**config.mk**
```make
export PLATFORM = sky130hd
export DESIGN_NAME = presettable_counter
export DESIGN_NICKNAME = d
export VERILOG_FILES = /design/src/rtl/cnt_pkg.sv /design/src/rtl/pcnt_next.sv /design/src/rtl/pcnt_reg.sv /design/src/rtl/pcnt_term.sv /design/src/rtl/presettable_counter.sv
export SDC_FILE = /design/constraint.sdc
export NUM_CORES = 1
export LEC_CHECK = 0
export ABC_AREA = 1
export BUFFER_PORTS_ARGS = -buffer_cell sky130_fd_sc_hd__buf_2
export CORE_AREA = 10 10 47 49
export CTS_BUF_LIST = sky130_fd_sc_hd__clkbuf_8
export DETAILED_ROUTE_END_ITERATION = 6
export DIE_AREA = 0 0 57 59
export PLACE_DENSITY_LB_ADDON = 0.05
export SLEW_MARGIN = 30
export SYNTH_ARGS = -nofsm -noshare
export SYNTH_HDL_FRONTEND = slang
export SYNTH_HIERARCHICAL = 1
export SYNTH_SLANG_ARGS = --single-unit
```
**constraint.sdc**
```tcl
create_clock -name clk -period 3 [get_ports clk]
set_input_delay 0 -clock clk [delete_from_list [all_inputs] [get_ports clk]]
set_output_delay 0 -clock clk [all_outputs]
set_load 0.005 [all_outputs]
```
**src/rtl/cnt_pkg.sv**
```systemverilog
package cnt_pkg;

  typedef enum logic {
    RST_ASYNC = 1'b0,
    RST_SYNC  = 1'b1
  } rst_style_e;

  typedef enum logic [1:0] {
    OP_HOLD = 2'd0,
    OP_LOAD = 2'd1,
    OP_INC  = 2'd2
  } cnt_op_e;

endpackage

```
**src/rtl/pcnt_next.sv**
```systemverilog
module pcnt_next
  import cnt_pkg::*;
#(
  parameter int WIDTH = 4
) (
  input  logic [WIDTH-1:0] q,
  input  logic [WIDTH-1:0] din,
  input  logic             load_n,
  input  logic             en_par,
  input  logic             en_trk,
  output logic [WIDTH-1:0] q_nxt,
  output logic             upd
);

  cnt_op_e op;

  // Priority below the clear: load, then count, then hold.
  always_comb begin
    if (!load_n)
      op = OP_LOAD;
    else if (en_par && en_trk)
      op = OP_INC;
    else
      op = OP_HOLD;
  end

  always_comb begin
    case (op)
      OP_LOAD: q_nxt = din;
      OP_INC:  q_nxt = q + WIDTH'(1);
      default: q_nxt = q;
    endcase
  end

  assign upd = (op != OP_HOLD);

endmodule

```
**src/rtl/pcnt_reg.sv**
```systemverilog
module pcnt_reg
  import cnt_pkg::*;
#(
  parameter int         WIDTH     = 4,
  parameter rst_style_e RST_STYLE = RST_ASYNC
) (
  input  logic             clk,
  input  logic             rst_n,
  input  logic             upd,
  input  logic [WIDTH-1:0] q_nxt,
  output logic [WIDTH-1:0] q
);

  generate
    if (RST_STYLE == RST_ASYNC) begin : g_async
      always_ff @(posedge clk or negedge rst_n) begin
        if (!rst_n)
          q <= '0;
        else if (upd)
          q <= q_nxt;
      end
    end else begin : g_sync
      always_ff @(posedge clk) begin
        if (!rst_n)
          q <= '0;
        else if (upd)
          q <= q_nxt;
      end
    end
  endgenerate

endmodule

```
**src/rtl/pcnt_term.sv**
```systemverilog
module pcnt_term #(
  parameter int WIDTH = 4
) (
  input  logic [WIDTH-1:0] q,
  input  logic             en_trk,
  output logic             carry_out
);

  logic at_top;

  assign at_top    = &q;
  assign carry_out = en_trk & at_top;

endmodule

```
**src/rtl/presettable_counter.sv**
```systemverilog
module presettable_counter
  import cnt_pkg::*;
#(
  parameter int         WIDTH     = 4,
  parameter rst_style_e RST_STYLE = RST_ASYNC
) (
  input  logic             clk,
  input  logic             rst_n,
  input  logic             load_n,
  input  logic             en_par,
  input  logic             en_trk,
  input  logic [WIDTH-1:0] din,
  output logic [WIDTH-1:0] q,
  output logic             carry_out
);

  logic [WIDTH-1:0] q_nxt;
  logic             upd;

  pcnt_next #(.WIDTH(WIDTH)) next_i (
    .q      (q),
    .din    (din),
    .load_n (load_n),
    .en_par (en_par),
    .en_trk (en_trk),
    .q_nxt  (q_nxt),
    .upd    (upd)
  );

  pcnt_reg #(.WIDTH(WIDTH), .RST_STYLE(RST_STYLE)) reg_i (
    .clk   (clk),
    .rst_n (rst_n),
    .upd   (upd),
    .q_nxt (q_nxt),
    .q     (q)
  );

  pcnt_term #(.WIDTH(WIDTH)) term_i (
    .q         (q),
    .en_trk    (en_trk),
    .carry_out (carry_out)
  );

endmodule

```
# [Word-level counts from Yosys, hierarchy flattened]
# Index checks and enable logic that the tools add are counted.
[word_totals] register_bits=4 elab_cells=13 out_inout_bits=5 input_bits=9
[op_classes] addsub=1 bitwise=1 muxes=3 eq_ne=2 reduce_logical=5
[ops] cell="case mux 4 bit (2 select lines)" count=1
[ops] cell="adder 4 x 1 -> 4 bit, second input constant" count=1
[ops] cell="2-to-1 mux 2 bit" count=2
[ops] cell="AND reduction 4 bit" count=1
[ops] cell="nonzero test 2 bit" count=2
[ops] cell="== test 2 x 1 -> 1 bit, second input constant" count=1
[ops] cell="== test 2 bit, second input constant" count=1
[ops] cell="AND reduction 2 bit" count=1
[ops] cell="bitwise AND 1 bit" count=1
[ops] cell="logical AND 1 bit" count=1

# [Depth between registers and ports, before layout]
[logic_depth] depth_word=6 ltp_mapped=7 depth_no_buf=7

# [Cells and area by module]
# The synthesis kept the hierarchy.
[modules_own_cells] module="pcnt_next" seq_area_each_um2=0.0 cells_per_inst=31 area_per_inst_um2=157.7 instances=1
[modules_own_cells] module="pcnt_reg" seq_area_each_um2=100.1 cells_per_inst=17 area_per_inst_um2=148.9 instances=1
[modules_own_cells] module="pcnt_term" seq_area_each_um2=0.0 cells_per_inst=3 area_per_inst_um2=12.5 instances=1

# [Worst setup path after synthesis]
# Ideal clock, no wire load.
[synth_timing] kind="reg-to-reg" startpoint="reg reg_i.q[0]" endpoint="reg reg_i.q[2]" arrival_time_ps=970 path_buffers=0 t_required_ps=2883 path_slack_ps=1913 period_less_slack_ps=1087 setup_time_ps=117 stages_incl_launch_ff=7 cell_sequence="dfrtp_1 -> ha_1 -> xor2_1 -> nand2_1 -> nand2_1 -> nand2_1 -> nand2_1"
[synth_between] elab_chain_len=2
[synth_lines] item="from (decl)" line="pcnt_reg.sv:11" rtl="output logic [WIDTH-1:0] q"
[synth_lines] item="from (signal assigned)" line="pcnt_reg.sv:20" rtl="q <= q_nxt;"
[synth_lines] item="adder 4 x 1 -> 4 bit" line="pcnt_next.sv:30" rtl="OP_INC: q_nxt = q + WIDTH'(1);"
[synth_lines] item="case mux 4 bit (2 select lines)" line="pcnt_next.sv:28" rtl="case (op)"
[synth_lines] item="net q_nxt[2]" line="presettable_counter.sv:17" rtl="logic [WIDTH-1:0] q_nxt;"
# The timed path passes the listed nets, and every way through them passes these cells.
# A chain may end at the register's enable or synchronous reset.

# [Final worst setup path]
# Ends and elaborated chain as after synthesis.

==> out/summary.txt <==
status: complete, no violations
Area Overhead vs Synth: 42.7%
Post-CTS Setup Inserts: 0
minimum clock period: 1170 ps
root buf cell: clkbuf_8
global-route wire length before repair: 1710 µm
CTS Buffer Depth: 2
CP Cell Sequence: ha_1 > xor2_1 > nand2_1 > nand2_1 > nand2_1 > nand2_1
Post-DP HPWL: 801 µm
Setup violations, final: 0
number of flops mapped to enable cells by yosys: 0
HP Class: input pin to flip-flop
Synth top area share: 0.314
Synth cell types: 11
final hold vios: 0
initial core utilization: 0.228
Worst Skew: 0.269 ps
Die ar.: 0.00336 mm²
Post-route DRC: 0
CP delay by family, top: flip-flops
Max Freq: 0.858 GHz
Setup WS pre-CTS: 1840 ps
Cell Pwr Density: 534 mW/mm²
Worst setup EP type: flip-flop
Largest register FFs: 4
top post-synthesis cells by area: dfrtp_1 (31%), nand2_1 (31%), nand3_1 (14%)
total global routing overflow: 0
post-route setup slack: 1830 ps
worst path arrival time: 1270 ps
Largest Register: reg_i/q
number of global-route vias before repair: 354
drt first pass iters: 2
Worst slew margin: 0.825
most used cell, CP: nand2_1
I/O pin count: 14
setup TNS: 0 ps
Max Fanout on Critical Path: 8
RSZ-0062 raised after global routing: no
Cells after Synth: 51
# Max-Cap Violations: 0
Cell Area, Placed: 404 µm²
final worst path period share: 0.389
CTS HTree Levels: 1
All-Layer GR Usage: 0.0655
input/output buffers: 13
fin nets: 80
CTS buffer count: 3
yosys warns: 6
Buf+Inv Stages, Crit Path: 0
Synth Register Bits: 4
num rows: 14
share of layout cells above drive strength 1: 0.294
vias per cell: 4.36
Final Max Tran Viols: 0
static leakage: 0.000270 µW
Antenna Nets Post-Route: 0
Die Height: 59 µm
Worst IR Drop VDD: 0.251 mV
DRT iter0 DRCs: 5
Placer Congestion: 0.717
Worst Tran Pin Value: 262 ps
diode count: 0
initial antenna violation count: 0
Final Cell Area: 455 µm²
WS Path Type: flip-flop to flip-flop
CP peak stage delay: 450 ps
async set-reset flop share out of synthesis: 1.00
clock sinks: 4
startpoint class of the critical path: flip-flop
most frequent cell after synthesis: nand2_1
top_reg_cell synth: dfrtp_1
Mean Syn Cell Area: 6.26 µm²
syn nets: 61
post-synth design cell area: 319 µm²
biggest regs: reg_i/q (4)
CTS tree: yes
Chip Width: 57 µm
Via Count: 366
Total Wirelength: 1010 µm
clock latency on the worst-skew pair: 210 ps
cell taking the most area after synthesis: dfrtp_1
top post-synthesis cells by count: nand2_1 (26), nand3_1 (9), dfrtp_1 (4), inv_1 (4), inv_2 (2)
worst path required time: 3100 ps
Placeable Area: 0.00140 mm²
largest net degree at the start of global routing: 9
register area share after synthesis: 0.314
Worst-path clk slew: 30 ps
slowest CP cell: dfrtp_1
WL per Instance: 12.0 µm
through the flow:
| step | power (µW) | instances | hold WS, ps | utilization |
|---|---|---|---|---|
| after floorplan | 105 | 51 | -296 | - |
| after global placement | 132 | 80 | -184 | 0.288 |
| after detailed placement | 132 | 80 | -184 | 0.288 |
| after CTS | 249 | 84 | 111 | 0.325 |
| after global routing | 266 | 84 | 135 | 0.325 |
| final | 243 | 84 | 106 | 0.325 |
final timing paths:
check	from	end	slack [ps]	cells past startpoint
setup / recovery	reg_i/q[0]$_DFFE_PN0P_	reg_i/q[2]$_DFFE_PN0P_	1830	6
hold / removal	din[0]	reg_i/q[0]$_DFFE_PN0P_	110	5
setup reg to reg	reg_i/q[0]$_DFFE_PN0P_	reg_i/q[2]$_DFFE_PN0P_	1830	6
hold reg to reg	reg_i/q[3]$_DFFE_PN0P_	reg_i/q[3]$_DFFE_PN0P_	580	2
max in group asynchronous	rst_n	reg_i/q[3]$_DFFE_PN0P_	2740	2
min in group asynchronous	rst_n	reg_i/q[2]$_DFFE_PN0P_	140	2
routing by layer:
layer	track usage	share of wire	vias to the layer above
met5	0	0	-
met4	0.0302	0	0
met3	0.0429	0.055	0
met2	0.0961	0.46	7
met1	0.0719	0.48	164
li1	-	-	195
placed cells by master (no fill, tap or decap), drive strengths merged:
master,instances
xor2,1
dlygate4sd3,1
ha,1
nand3,9
nand4,1
clkbuf,3
inv,6
nand2,27
dfrtp,4
nor2,2
buf,13
worst register-to-register path: cells and delay by family (launching register included):
| family | cells | cell delay, ps |
|---|---|---|
| flip-flops | 1 | 450 |
| XOR/XNOR | 1 | 140 |
| adder cells (fa/ha/maj) | 1 | 240 |
| AND/OR/NAND/NOR | 4 | 220 |
where the power goes:
part           internal [µW]  switching, µW
Clock                   85.5           27.0
Sequential              62.2           15.9
Combinational           24.3           28.4
Total                    172           71.3
what timing repair did:
| item | 4_1_cts | 5_1_grt |
|---|---|---|
| resized for setup | 0 | 0 |
| hold endpoints to repair | 4 | 0 |
| hold buffers | 1 | 0 |
cell type report:
| cell class | instances | area, µm² |
|---|---|---|
| clock buffers | 3 | 41.3 |
| fillers | 170 | 946 |
| inverters | 6 | 22.5 |
| multi-input cells | 41 | 196 |
| flip-flops and latches | 4 | 100 |
| well taps | 16 | 20.0 |
| repair buffers | 14 | 75.1 |
cells by family (layout without fill, tap and decap cells):
group         after synthesis  after routing  synth area share
flops                       4              4             0.314
simple gates               39             39             0.549
fa+ha+maj                   1              1            0.0392
buf+inv                     6             23            0.0706
xor+xnor                    1              1            0.0275
(Power assumes the default switching activity.)
